`src/rtl/mrf_pkg.sv`:
```
`timescale 1ns/1ps
// Shared types for the modal register file: operation codes, register
// selects, status bit positions and the N/Z flag helper.
package mrf_pkg;
    localparam int WORD_W = 16;
    localparam int BYTE_W = WORD_W / 2;
    localparam int IDX_N  = 2;

    localparam int C_POS = 0;
    localparam int Z_POS = 1;
    localparam int X_POS = 4;
    localparam int M_POS = 5;
    localparam int N_POS = 7;

    typedef enum logic [2:0] {
        OP_NOP  = 3'd0,
        OP_LOAD = 3'd1,
        OP_XFER = 3'd2,
        OP_SETP = 3'd3,
        OP_CLRP = 3'd4,
        OP_XCE  = 3'd5,
        OP_SWAP = 3'd6
    } mrf_op_e;

    typedef enum logic [2:0] {
        RS_ACC  = 3'd0,
        RS_IDX0 = 3'd1,
        RS_IDX1 = 3'd2,
        RS_STK  = 3'd3,
        RS_DPG  = 3'd4
    } mrf_reg_e;

    typedef struct packed {
        logic n;
        logic z;
    } mrf_nz_t;

    // Negative and zero flags of a value at the given width.
    function automatic mrf_nz_t nz_of(input logic [WORD_W-1:0] v, input logic wide);
        mrf_nz_t r;
        if (wide) begin
            r.n = v[WORD_W-1];
            r.z = (v == '0);
        end else begin
            r.n = v[BYTE_W-1];
            r.z = (v[BYTE_W-1:0] == '0);
        end
        return r;
    endfunction
endpackage

```
`src/rtl/mrf_mode_ctrl.sv`:
```
`timescale 1ns/1ps
// Status byte and hidden mode bit.
// Does: applies set/clear masks, the carry/mode exchange and N/Z updates,
// and forces both width flags while in emulation mode. It flags the cycle in
// which index upper bytes must be dropped (x narrowing or entering emulation).
// Assumes: at most one operation per cycle; N/Z updates come only from the
// register storage and never coincide with a status-mask operation.
module mrf_mode_ctrl
    import mrf_pkg::*;
#(
    parameter logic [7:0] RESET_P = 8'h34
) (
    input  logic       clk,
    input  logic       rst_n,
    input  logic       op_valid,
    input  mrf_op_e    op,
    input  logic [7:0] mask,
    input  logic       nz_we,
    input  mrf_nz_t    nz,
    output logic [7:0] p_q,
    output logic       e_q,
    output logic       m_w,
    output logic       x_w,
    output logic       narrow_idx,
    output logic       enter_emul
);
    logic [7:0] p_n;
    logic       e_n;
    logic       x_rise;

    // Next status and mode from the current operation.
    always_comb begin
        p_n        = p_q;
        e_n        = e_q;
        enter_emul = 1'b0;
        x_rise     = 1'b0;
        if (op_valid) begin
            case (op)
                OP_SETP: begin
                    p_n    = p_q | mask;
                    x_rise = mask[X_POS] & ~p_q[X_POS];
                end
                OP_CLRP: p_n = p_q & ~mask;
                OP_XCE: begin
                    e_n        = p_q[C_POS];
                    p_n[C_POS] = e_q;
                    enter_emul = p_q[C_POS] & ~e_q;
                end
                default: ;
            endcase
        end
        if (nz_we) begin
            p_n[N_POS] = nz.n;
            p_n[Z_POS] = nz.z;
        end
        if (e_n) begin
            p_n[M_POS] = 1'b1;
            p_n[X_POS] = 1'b1;
        end
    end

    assign narrow_idx = x_rise | enter_emul;

    // Status and mode registers.
    always_ff @(posedge clk) begin
        if (!rst_n) begin
            p_q <= RESET_P;
            e_q <= 1'b1;
        end else begin
            p_q <= p_n;
            e_q <= e_n;
        end
    end

    assign m_w = p_q[M_POS];
    assign x_w = p_q[X_POS];


    emul_width_chk: assert property (@(posedge clk) disable iff (!rst_n)
        e_q |-> (m_w && x_w));


    xce_swap_chk: assert property (@(posedge clk) disable iff (!rst_n)
        (op_valid && op == OP_XCE) |=>
            (e_q == $past(p_q[C_POS])) && (p_q[C_POS] == $past(e_q)));


    set_mask_chk: assert property (@(posedge clk) disable iff (!rst_n)
        (op_valid && op == OP_SETP) |=> ((p_q & $past(mask)) == $past(mask)));
endmodule

```
`src/rtl/mrf_gpr.sv`:
```
`timescale 1ns/1ps
// Working register storage: accumulator, index registers, stack pointer,
// direct page.
// Does: performs loads and copies at the destination's width, the byte
// swap, index truncation and stack page forcing, and produces N/Z updates.
// Assumes: width flags and mode come from the status block's registered
// state; narrow_idx and enter_emul never coincide with a register write.
module mrf_gpr
    import mrf_pkg::*;
#(
    parameter logic [BYTE_W-1:0] STACK_PAGE = 8'h01,
    parameter logic [WORD_W-1:0] RESET_S    = 16'h01FF
) (
    input  logic                           clk,
    input  logic                           rst_n,
    input  logic                           op_valid,
    input  mrf_op_e                        op,
    input  logic [2:0]                     dst,
    input  logic [2:0]                     src,
    input  logic [WORD_W-1:0]              data,
    input  logic                           m_w,
    input  logic                           x_w,
    input  logic                           e_q,
    input  logic                           narrow_idx,
    input  logic                           enter_emul,
    output logic [WORD_W-1:0]              acc_o,
    output logic [IDX_N-1:0][WORD_W-1:0]   idx_o,
    output logic [WORD_W-1:0]              stk_o,
    output logic [WORD_W-1:0]              dpg_o,
    output logic                           nz_we,
    output mrf_nz_t                        nz
);
    logic [WORD_W-1:0] acc_q, stk_q, dpg_q;
    logic [WORD_W-1:0] idx_q [IDX_N];
    logic [WORD_W-1:0] src_v, wr_v;
    logic              is_wr, is_swap, full16, acc_wide;
    logic              dst_acc, dst_idx, dst_stk, dst_dpg;

    // Source selection for copies.
    always_comb begin
        case (src)
            RS_ACC:  src_v = acc_q;
            RS_IDX0: src_v = idx_q[0];
            RS_IDX1: src_v = idx_q[1];
            RS_STK:  src_v = stk_q;
            RS_DPG:  src_v = dpg_q;
            default: src_v = '0;
        endcase
    end

    // Write decode and width choice.
    always_comb begin
        is_wr    = op_valid && (op == OP_LOAD || op == OP_XFER);
        is_swap  = op_valid && (op == OP_SWAP);
        wr_v     = (op == OP_LOAD) ? data : src_v;
        dst_acc  = (dst == RS_ACC);
        dst_idx  = (dst == RS_IDX0) || (dst == RS_IDX1);
        dst_stk  = (dst == RS_STK);
        dst_dpg  = (dst == RS_DPG);
        full16   = (op == OP_XFER) &&
                   ((dst_acc && (src == RS_STK || src == RS_DPG)) ||
                    ((dst_stk || dst_dpg) && src == RS_ACC));
        acc_wide = !m_w || full16;
    end

    // Flag update: destination width for writes, low byte for the swap.
    always_comb begin
        nz_we = 1'b0;
        nz    = '0;
        if (is_swap) begin
            nz_we = 1'b1;
            nz    = nz_of({{BYTE_W{1'b0}}, acc_q[WORD_W-1:BYTE_W]}, 1'b0);
        end else if (is_wr) begin
            if (dst_acc) begin
                nz_we = 1'b1;
                nz    = nz_of(wr_v, acc_wide);
            end else if (dst_idx) begin
                nz_we = 1'b1;
                nz    = nz_of(wr_v, !x_w);
            end else if (dst_dpg) begin
                nz_we = 1'b1;
                nz    = nz_of(wr_v, 1'b1);
            end
        end
    end

    // Accumulator: narrow writes keep the hidden upper byte.
    always_ff @(posedge clk) begin
        if (!rst_n) begin
            acc_q <= '0;
        end else if (is_swap) begin
            acc_q <= {acc_q[BYTE_W-1:0], acc_q[WORD_W-1:BYTE_W]};
        end else if (is_wr && dst_acc) begin
            acc_q <= acc_wide ? wr_v : {acc_q[WORD_W-1:BYTE_W], wr_v[BYTE_W-1:0]};
        end
    end

    // Index registers: one instance of the same write rule each.
    for (genvar g = 0; g < IDX_N; g++) begin : g_idx
        logic sel_me;
        assign sel_me = (dst == 3'(int'(RS_IDX0) + g));

        // Index register g: zero upper byte when narrow, truncate on event.
        always_ff @(posedge clk) begin
            if (!rst_n) begin
                idx_q[g] <= '0;
            end else if (is_wr && sel_me) begin
                idx_q[g] <= x_w ? {{BYTE_W{1'b0}}, wr_v[BYTE_W-1:0]} : wr_v;
            end else if (narrow_idx) begin
                idx_q[g] <= {{BYTE_W{1'b0}}, idx_q[g][BYTE_W-1:0]};
            end
        end

        assign idx_o[g] = idx_q[g];


        idx_hi_zero_chk: assert property (@(posedge clk) disable iff (!rst_n)
            x_w |-> (idx_q[g][WORD_W-1:BYTE_W] == '0));
    end

    // Stack pointer: page fixed while in emulation mode.
    always_ff @(posedge clk) begin
        if (!rst_n) begin
            stk_q <= RESET_S;
        end else if (is_wr && dst_stk) begin
            stk_q <= e_q ? {STACK_PAGE, wr_v[BYTE_W-1:0]} : wr_v;
        end else if (enter_emul) begin
            stk_q <= {STACK_PAGE, stk_q[BYTE_W-1:0]};
        end
    end

    // Direct page: always a full word.
    always_ff @(posedge clk) begin
        if (!rst_n) begin
            dpg_q <= '0;
        end else if (is_wr && dst_dpg) begin
            dpg_q <= wr_v;
        end
    end

    assign acc_o = acc_q;
    assign stk_o = stk_q;
    assign dpg_o = dpg_q;


    stack_page_chk: assert property (@(posedge clk) disable iff (!rst_n)
        e_q |-> (stk_q[WORD_W-1:BYTE_W] == STACK_PAGE));


    byte_swap_chk: assert property (@(posedge clk) disable iff (!rst_n)
        is_swap |=> (acc_q == {$past(acc_q[BYTE_W-1:0]), $past(acc_q[WORD_W-1:BYTE_W])}));


    hidden_keep_chk: assert property (@(posedge clk) disable iff (!rst_n)
        (op_valid && op == OP_SETP) |=> $stable(acc_q));
endmodule

```
`src/rtl/mrf_read_port.sv`:
```
`timescale 1ns/1ps
// Combinational read port.
// Does: returns the selected register, zero-extended when the accumulator
// or the index registers are 8 bits wide; unused selects read zero.
// Assumes: width flags reflect the registered status byte.
module mrf_read_port
    import mrf_pkg::*;
(
    input  logic [2:0]                   sel,
    input  logic                         m_w,
    input  logic                         x_w,
    input  logic [WORD_W-1:0]            acc,
    input  logic [IDX_N-1:0][WORD_W-1:0] idx,
    input  logic [WORD_W-1:0]            stk,
    input  logic [WORD_W-1:0]            dpg,
    output logic [WORD_W-1:0]            rd
);
    localparam logic [BYTE_W-1:0] ZB = '0;

    // Register select with width-dependent masking.
    always_comb begin
        case (sel)
            RS_ACC:  rd = m_w ? {ZB, acc[BYTE_W-1:0]} : acc;
            RS_IDX0: rd = x_w ? {ZB, idx[0][BYTE_W-1:0]} : idx[0];
            RS_IDX1: rd = x_w ? {ZB, idx[1][BYTE_W-1:0]} : idx[1];
            RS_STK:  rd = stk;
            RS_DPG:  rd = dpg;
            default: rd = '0;
        endcase
    end
endmodule

```
`src/rtl/modal_regfile.sv`:
```
`timescale 1ns/1ps
// Dual-mode register file top.
// Does: joins status/mode control, register storage and the read port, and
// publishes the current operand widths and mode to the datapath.
// Assumes: one decoded operation per cycle, sampled on the rising edge.
module modal_regfile
    import mrf_pkg::*;
(
    input  logic        clk,
    input  logic        rst_n,
    input  logic        op_valid,
    input  logic [2:0]  op_code,
    input  logic [2:0]  op_dst,
    input  logic [2:0]  op_src,
    input  logic [15:0] op_data,
    input  logic [7:0]  op_mask,
    input  logic [2:0]  rd_sel,
    output logic [15:0] rd_data,
    output logic        m_eff,
    output logic        x_eff,
    output logic        e_flag,
    output logic [7:0]  status
);
    mrf_op_e                        op;
    logic [7:0]                     p_q;
    logic                           e_q, m_w, x_w, narrow_idx, enter_emul, nz_we;
    mrf_nz_t                        nz;
    logic [WORD_W-1:0]              acc, stk, dpg;
    logic [IDX_N-1:0][WORD_W-1:0]   idx;

    assign op = mrf_op_e'(op_code);

    mrf_mode_ctrl #(.RESET_P(8'h34)) mode_i (
        .clk        (clk),
        .rst_n      (rst_n),
        .op_valid   (op_valid),
        .op         (op),
        .mask       (op_mask),
        .nz_we      (nz_we),
        .nz         (nz),
        .p_q        (p_q),
        .e_q        (e_q),
        .m_w        (m_w),
        .x_w        (x_w),
        .narrow_idx (narrow_idx),
        .enter_emul (enter_emul)
    );

    mrf_gpr #(.STACK_PAGE(8'h01), .RESET_S(16'h01FF)) gpr_i (
        .clk        (clk),
        .rst_n      (rst_n),
        .op_valid   (op_valid),
        .op         (op),
        .dst        (op_dst),
        .src        (op_src),
        .data       (op_data),
        .m_w        (m_w),
        .x_w        (x_w),
        .e_q        (e_q),
        .narrow_idx (narrow_idx),
        .enter_emul (enter_emul),
        .acc_o      (acc),
        .idx_o      (idx),
        .stk_o      (stk),
        .dpg_o      (dpg),
        .nz_we      (nz_we),
        .nz         (nz)
    );

    mrf_read_port rd_i (
        .sel (rd_sel),
        .m_w (m_w),
        .x_w (x_w),
        .acc (acc),
        .idx (idx),
        .stk (stk),
        .dpg (dpg),
        .rd  (rd_data)
    );

    assign m_eff  = m_w;
    assign x_eff  = x_w;
    assign e_flag = e_q;
    assign status = p_q;
endmodule

```
`config.mk`:
```
export PLATFORM = sky130hd
export DESIGN_NAME = modal_regfile
export DESIGN_NICKNAME = d
export VERILOG_FILES = /design/src/rtl/mrf_pkg.sv /design/src/rtl/mrf_mode_ctrl.sv /design/src/rtl/mrf_gpr.sv /design/src/rtl/mrf_read_port.sv /design/src/rtl/modal_regfile.sv
export SDC_FILE = /design/constraint.sdc
export NUM_CORES = 1
export LEC_CHECK = 0
export CAP_MARGIN = 0
export CORE_MARGIN = 2
export CORE_UTILIZATION = 61
export CTS_CLUSTER_SIZE = 25
export DETAILED_ROUTE_END_ITERATION = 16
export PLACE_DENSITY = 0.91
export SLEW_MARGIN = 10
export SYNTH_ARGS = -nofsm -noshare
export SYNTH_HDL_FRONTEND = slang
export SYNTH_HIERARCHICAL = 1
export SYNTH_SLANG_ARGS = --single-unit
```
`constraint.sdc`:
```
create_clock -name clk -period 6.35 [get_ports clk]
set_input_delay 1.27 -clock clk [delete_from_list [all_inputs] [get_ports clk]]
set_output_delay 1.27 -clock clk [all_outputs]
set_load 0.005 [all_outputs]
```
Word level (Yosys, flattened, before mapping)
Memories as Yosys holds them, arrays and structs flattened.
Index checks and enable logic that the tools add are counted.

storage, ports and cells
  bits in registers = 57
  memory bits (writable) = 32
  bits of input ports = 39
  memories = 1

memories
  name         depth  bits a word  rd ports  clocked after memory_dff  wr ports  RTL line       source
  gpr_i.idx_q  2      16           2         0                         2         mrf_gpr.sv:34  logic [WORD_W-1:0] idx_q [IDX_N];

cells by class
  equality and inequality tests = 18
  multiplexer cells = 54
  bitwise logic cells = 13
  reduce and logical (&&, ||, !) cells = 35

operators by type and width
  cell                                            number
  two-way mux 16 bit                              15
  one-hot mux 16 bit (5 select lines)             2
  two-way mux 1 bit                               27
  == test 3 x 2 -> 1 bit (second input constant)  8
  == test 3 bit (second input constant)           6
  logical NOT 16 bit                              1
  logical NOT 8 bit                               2
  two-way mux 2 bit                               7
  one-hot mux 7 bit (2 select lines)              1
  == test 3 x 1 -> 1 bit (second input constant)  4
  logical AND 1 bit                               10
  nonzero test 2 bit                              5
  logical NOT 3 bit                               3
  bitwise AND 8 bit                               1
  two-way mux 8 bit                               1
  NOT 8 bit                                       1
  bitwise OR 8 bit                                1
  AND reduction 2 bit                             4
  logical OR 1 bit                                6
  nonzero test 3 bit                              2
  bitwise OR 1 bit                                5
  NOT 1 bit                                       3
  one-hot mux 1 bit (3 select lines)              1
  bitwise AND 1 bit                               2
  2 further kinds                                 2

Logic depth before layout (Yosys ltp)
Gate-level depths: netlist of the first run.

  depth in word-level cells = 11
  mapped depth = 12

Cells and area by module
Netlist of the first run, hierarchy kept.

modules (own cells, without submodules)
  module         times used  cells an instance  area each (µm²)
  mrf_gpr        1           454                4242.8
  mrf_read_port  1           86                 670.6
  mrf_mode_ctrl  1           69                 618.1

Worst setup path after synthesis of the first run
OpenSTA, ideal clock, no wires.

  kind = input -> register
  from = input port op_src[0]
  to = register mode_i.p_q[1]
  setup time = 0.079 ns
  arrival time = 3.715 ns
  required time = 6.271 ns
  setup slack = 2.555 ns
  stages on the path = 11
  cells stage by stage = buf_2 mux2i_1 o32ai_1 a211oi_1 nand3_1 or4b_1 a2111oi_2 a31o_1 nand2b_1 o311ai_0 a211oi_2

RTL lines
  what                  RTL line             source
  from (decl)           modal_regfile.sv:14  input logic [2:0] op_src,
  to (signal assigned)  mrf_mode_ctrl.sv:70  p_q <= p_n;
  to (decl)             mrf_mode_ctrl.sv:20  output logic [7:0] p_q,

==> results list, run 1 <==
* Number of unique standard cell types used by synthesis: 74
- The setup path with the least slack is of type in2reg.
- Max Buffers Root-to-Sink: 2
- 66 I/O pins were placed.
- Summing the areas of all xor and xnor instances in the mapped netlist gives 0.158% of the synthesized area.
- Required time of the critical path: 6640 ps
- On the critical path the largest part of the delay comes from simple AND/OR/NAND/NOR gates.
- Synthesis handed over a netlist of 609 instances.
* Row cnt: 34
- Worst ir drop on vdd: 0.000128 V
* Number of synthesized register bits: 89
- Final period demand of the worst path: 5350 ps
- Combinational family with the most area after synthesis: compound AO/OA/AOI/OAI gates
* Total Power Consumption: 1.16 mW
* Post-Synth Simple-Gate Area: 20.7%
- Final GP Congestion: 0.976
- STA classifies the critical path startpoint as an input pin.
* Final WL: 17200 um
* Cell internal pwr: 0.828 mW
- Root buffer selected by CTS: clkbuf_8
* Worst-case clock skew: 10.4 ps
- Adder and majority cell fraction of the synthesized area: 0%
- The die covers 9850 sq um.
- Compound-Gate Fraction of Synth Area: 28.3%
* Final routed DRC violation total: 0
* Overall track demand over capacity in global routing: 34.9%
- Clock insertion delay at the later pin of the skew report: 370 ps
- The area growth from synthesis to layout is 14.5%.
* Count of buffer and inverter cells on the critical path: 1
* Type of destination of the critical path: flop
- Area taken by flip-flops and latches: 2100 sq um
* Relative slew slack: 36.9%
* Total leakage power: 2.44 nW
- Clock slew at the register clock pins of the worst setup and hold paths: 90 ps
- Of the total power, combinational logic draws 17.1%.
- Unrepaired setup endpoints after global routing: false
- Yosys attributes the largest share of cell area to dfxtp_1 21%, edfxtp_1 17%, a22oi_1 4.9%.
- The tool flagged a number of max-cap violations equal to 0.
* Result of the run: complete, no violations
- Final Hold Vio Count: 0
- Count of vias placed by the detailed router: 5503
- Setup violations, final: 0
- Clock tree synthesis found a total of 89 sinks.
- Sw power: 0.329 mW
- Walking the worst path, the cells encountered are clkdlybuf4s50_1, nor3b_4, nor2_1, a211oi_1, nand3_1, or4b_1, a2111oi_2, a31o_1, nand2b_1, o311ai_0, a211oi_2.
* Multi-input gate area: 3090 sq um
- After synthesis, flip-flops and latches occupy 38.0% of the total area.
- CTS H-Tree Depth: 3
- Worst path arrival time: 5640 ps
- Along the worst path, the maximum fanout reaches 21.
* Share of layout cells above drive strength 1: 10.4%
* Proportion of synthesized area in mux cells: 6.83%
* Count of input and output buffers: 65
- The initial antenna violation count was 0.
* Setup bufs post-CTS: 0
- Timing would allow up to 187 MHz.
- Before antenna repair, the detailed router went through 7 iterations.
- For this run, the leading register cell type out of synthesis is dfxtp_1.
* Fraction of the cycle the final worst path needs: 84.3%
* Total negative setup slack: 0 ps
* Cell with the biggest individual delay on the critical path: nor3b_4
- Post-detailed-route via-to-cell ratio: 7.19
* Average footprint of a synthesized cell: 9.08 sq um
- The number of hold buffers added after CTS was 0.
- Once the clock tree was built, the resizer swapped 0 gates to a different size.
* Vertical extent of the die: 99.2 um
- The max-slew violation count came to 0.
- Sequential group share of total power: 52.9%
- Post-synthesis async set-or-reset flop share: 0%
- Once layout is complete, the utilization of the core stands at 72.3%.
- For the pin with the worst max-slew slack, the measured transition is 945 ps.
* Area leader, netlist: dfxtp_1
* Share of power burned in the clock network: 30.0%
- Switching part of the total power: 28.4%
- Number of enable flip-flop cells after synthesis: 32
* Floorplan Core Area: 8760 sq um
* Post-DP HPWL: 12000 um
- WL/cell: 22.5 um
* Post-synthesis instance area: 5530 sq um
- Number of warning messages in the yosys log: 6
* Number of global-route vias before repair: 5169
- For this design the ratio of total power to cell area is 183 nW/um^2.
* Iteration-0 DRC Markers: 737
- Initial cell density of the core: 63.1%
- Max stage delay on crit path: 850 ps
- After the last flow step, the layout net total stands at 691.
* Portion of synthesized cell area occupied by the leading cell type: 20.6%
* Leading post-synthesis cells by instance count: 64 x nand2_1, 59 x nor2_1, 57 x dfxtp_1
* Leftover overflow at the end of global routing: 0
* Num CTS Buffers: 9
- Synthesis produced a netlist with a net count of 648.
* Width of the die: 99.2 um
- The most common cell in the synthesized netlist is nand2_1.
* Largest net degree at the start of global routing: 62
- After filler insertion, the fill cell instance count of the layout stands at 672.
- N_diodes: 0
- The first global-routing pass estimated 27000 um of wire.
- The tightest min-delay check is of the reg2reg type.
- TritonCTS built the clock tree.
* Antenna viol nets, final: 0
worst reg2reg max path, delay by kind of cell (launching register included):
kind               cells  cell delay, ps
DFF                    1             390
and+or+nand+nor        3             820
muxes                  1             190
AOI/OAI and AO/OA      6            1660
cells by family after synthesis:
family / count (synthesis)
and+or+nand+nor: 217
AOI/OAI and AO/OA: 200
DFF: 89
buffers and inverters: 68
muxes: 34
xor gates and xnor gates: 1
registers in the layout, summed over array words and instances, names as in the netlist, named ones only:
name,count
mode_i/p_q,3
gpr_i/idx_q,32
mode_i/e_q,1
gpr_i/stk_o,16
gpr_i/dpg_o,16
gpr_i/acc_o,16
power by group through the flow:
| stage | Sequential [mW] | Combinational, mW | Clock [mW] |
|---|---|---|---|
| floorplan | 0.620 | 0.115 | 0 |
| global placement | 0.623 | 0.188 | 0 |
| detailed placement | 0.624 | 0.192 | 0 |
| CTS | 0.611 | 0.192 | 0.347 |
| global route | 0.613 | 0.208 | 0.371 |
| finish | 0.612 | 0.198 | 0.347 |
worst paths after layout:
path / from / to / slack (ps) / cells after the start
worst min-delay path: gpr_i/stk_o[4] / gpr_i/stk_o[4] / 520 / 2
worst max-delay path: op_code[0] / mode_i/p_q[1] / 1000 / 11
worst min register to register: gpr_i/stk_o[4] / gpr_i/stk_o[4] / 520 / 2
worst max register to register: gpr_i/idx_q[1][8] / mode_i/p_q[1] / 3220 / 10
through the flow:
stage,hold WS (ps),worst slack [ps],cells,instance area [sq um]
6_report,522,997,765,6340
5_1_grt,544,706,765,6340
4_1_cts,520,1110,765,6340
3_5_place_dp,507,774,749,6170
3_3_place_gp,483,941,749,6170
2_1_floorplan,467,2560,609,5530
cell usage in the layout, fill, tap and decap left out, types with 15 or more instances in the layout:
master | synthesis | layout
dfxtp_1 | 57 | 57
inv_1 | 17 | 17
a22oi_1 | 36 | 36
mux2i_1 | 15 | 15
clkdlybuf4s50_1 | 0 | 64
o21ai_0 | 16 | 16
edfxtp_1 | 32 | 32
o211a_1 | 18 | 18
nor2_1 | 59 | 59
nand2_1 | 64 | 64
buf_4 | 6 | 17
mux2_2 | 17 | 17
routing by layer:
metal,track usage [%],vias to the layer above,wire (um)
li1,-,2398,-
met1,46.8,2592,6340
met2,55.1,440,8040
met3,6.11,73,2190
met4,16.5,0,681
met5,0,-,0
final cells by class:
cell class | instances | share of cell area, %
multi-input cells | 452 | 48.8
clock buffers | 11 | 2.07
repair buffers | 82 | 12.2
well taps | 108 | 2.13
flip-flops and latches | 89 | 33.2
inverters | 18 | 1.07
clock inverters | 5 | 0.513
(Power assumes the default switching activity.)
==> run 2, diff against run 1 <==
CORE_UTILIZATION = 51   (was 61)
PLACE_DENSITY = 0.82   (was 0.91)
clock period = 4.5 ns   (was 6.35 ns; I/O delays follow)
==> results list, run 2 (synthesis results as in run 1) <==
- TritonCTS built the clock tree.
* Unrepaired setup endpoints after global routing: false
* Reg-to-reg setup timing slack: 1660 ps
* Final WL: 18000 um
- In this run the count of I/O pins placed on the die edge is 66.
* Setup violations, final: 0
- The clock reaches the later pin of the worst-skew pair after 390 ps.
* Wire length of the first global-routing pass: 27800 um
- Largest register FFs: 32
- Startpoint type of the worst setup path: input pin
- The region available for standard cell placement spans 10700 sq um.
- VDD sags by at most 0.000161 V.
- Prior to clock tree synthesis, the placed netlist has a worst setup slack of 353 ps.
- Post-DP HPWL: 13000 um
* Setup bufs post-CTS: 0
* Overall track demand over capacity in global routing: 31.7%
- Hold Path Depth: 2
* Antenna viol nets, final: 0
- HP Class: reg2reg
- In the final timing run, aggregate negative setup slack is 0 ps.
- Largest net degree at the start of global routing: 37
- Width of the die: 108 um
* Sink count of the clock tree: 89
* FF-to-FF path depth: 10
- Final period demand of the worst path: 4100 ps
* Total leakage power: 2.57 nW
* Final cell count without fillers: 817
- Cell with the biggest individual delay on the critical path: clkdlybuf4s50_1
* Post-cts resize count: 0
- Count of vias placed by the detailed router: 5392
- The repair_antennas step left the layout with diodes totalling 0.
* Clock slew at the register clock pins of the worst setup and hold paths: 90 ps
- Post-detailed-route via-to-cell ratio: 6.60
- Cell total after placement: 801
- The area growth from synthesis to layout is 19.1%.
- On the worst path, the slowest cell contributes a delay of 720 ps.
- Type of destination of the critical path: output port
- The final number of hold-violating endpoints is 0.
- During placement, the flow inserted port buffers numbering 65.
- Required time of the critical path: 3600 ps
- In this run the tightest slew margin relative to its limit is 35.3%.
- The first detailed-routing pass took 6 iterations.
* Crit path max fanout: 12
* Kind of critical path: in2out
- Across the run, the number of max-cap violations was 0.
* Total Power Consumption: 1.73 mW
* Layout Nets: 711
* Share of layout cells above drive strength 1: 13.3%
- Dividing total power by cell area gives a power density of 262 nW/um^2.
* Final GP Congestion: 1.02
* Result of the run: complete, no violations
- WL/cell: 22.1 um
- Register ranked first by flip-flop count: gpr_i/idx_q
- The number of clock buffers added by TritonCTS is 9.
- For this block, the initial DRC count from the detailed router was 690.
* CTS H-Tree Depth: 3
* Antenna violations before repair: 0
- Leftover overflow at the end of global routing: 0
* Vertical extent of the die: 108 um
- Hold repair after CTS inserted 0 buffers.
- Static timing analysis puts the maximum clock frequency at 244 MHz.
- Root buffer selected by CTS: clkbuf_8
- Worst-case clock skew: 8.59 ps
* Row cnt: 38
- Worst path arrival time: 3200 ps
* Final routed DRC violation total: 0
* Worst Max-Slew Pin Slew: 968 ps
- Leaving out fill and tap cells, the most frequent cells in the layout are 64 x nand2_1, 64 x clkdlybuf4s50_1, 59 x nor2_1.
* Initial cell density of the core: 51.7%
- Across all setup checks in the final design, the least slack found is 399 ps.
- Number of global-route vias before repair: 5101
- List of cells traversed by the critical path: clkdlybuf4s50_1, buf_4, buf_4, nand2_1, o22ai_1, clkdlybuf4s50_1
- Fraction of the cycle the final worst path needs: 91.1%
* Slew Limit Fails: 0
* Final standard cell utilization of the core: 61.6%
- The longest clock path from root to sink contains 2 buffers.
- Die Outline Area: 11700 sq um
## run 2: critical path, delay by kind of cell
kind,cells,cell delay [ps]
AOI/OAI and AO/OA,1,340
buffers and inverters,4,1740
and+or+nand+nor,1,220
## run 2: where the power goes
part / switching (mW) / internal, mW / leakage [nW]
Combinational: 0.163 / 0.133 / 1.68
Clock: 0.302 / 0.266 / 0.105
Sequential: 0.0150 / 0.849 / 0.792
## run 2: path summary, 6_finish.rpt
path / start / to
worst min register to register: gpr_i/stk_o[1] / gpr_i/stk_o[1]
worst max-delay path: rd_sel[0] / rd_data[3]
worst max register to register: gpr_i/idx_q[1][12] / mode_i/p_q[1]
worst min-delay path: gpr_i/stk_o[1] / gpr_i/stk_o[1]
## run 2: layout make-up
class | count | area (sq um)
flip-flops and latches | 89 | 2100
well taps | 140 | 175
multi-input cells | 452 | 3090
clock buffers | 13 | 180
repair buffers | 102 | 948
fillers | 907 | 4110
inverters | 18 | 67.6
clock inverters | 3 | 20.0
## run 2: per-stage QoR
stage	hold slack [ps]	area, sq um
finish	516	6590
global route	540	6590
CTS	516	6590
detailed placement	503	6390
global placement	481	6390
floorplan	467	5530
## run 2: layer usage
layer	vias up	GRT usage [%]	share of wire, %
met5	-	0	0
met4	0	11.7	2.4
met3	37	7.29	11
met2	338	50.8	47
met1	2586	41.9	40
li1	2431	-	-
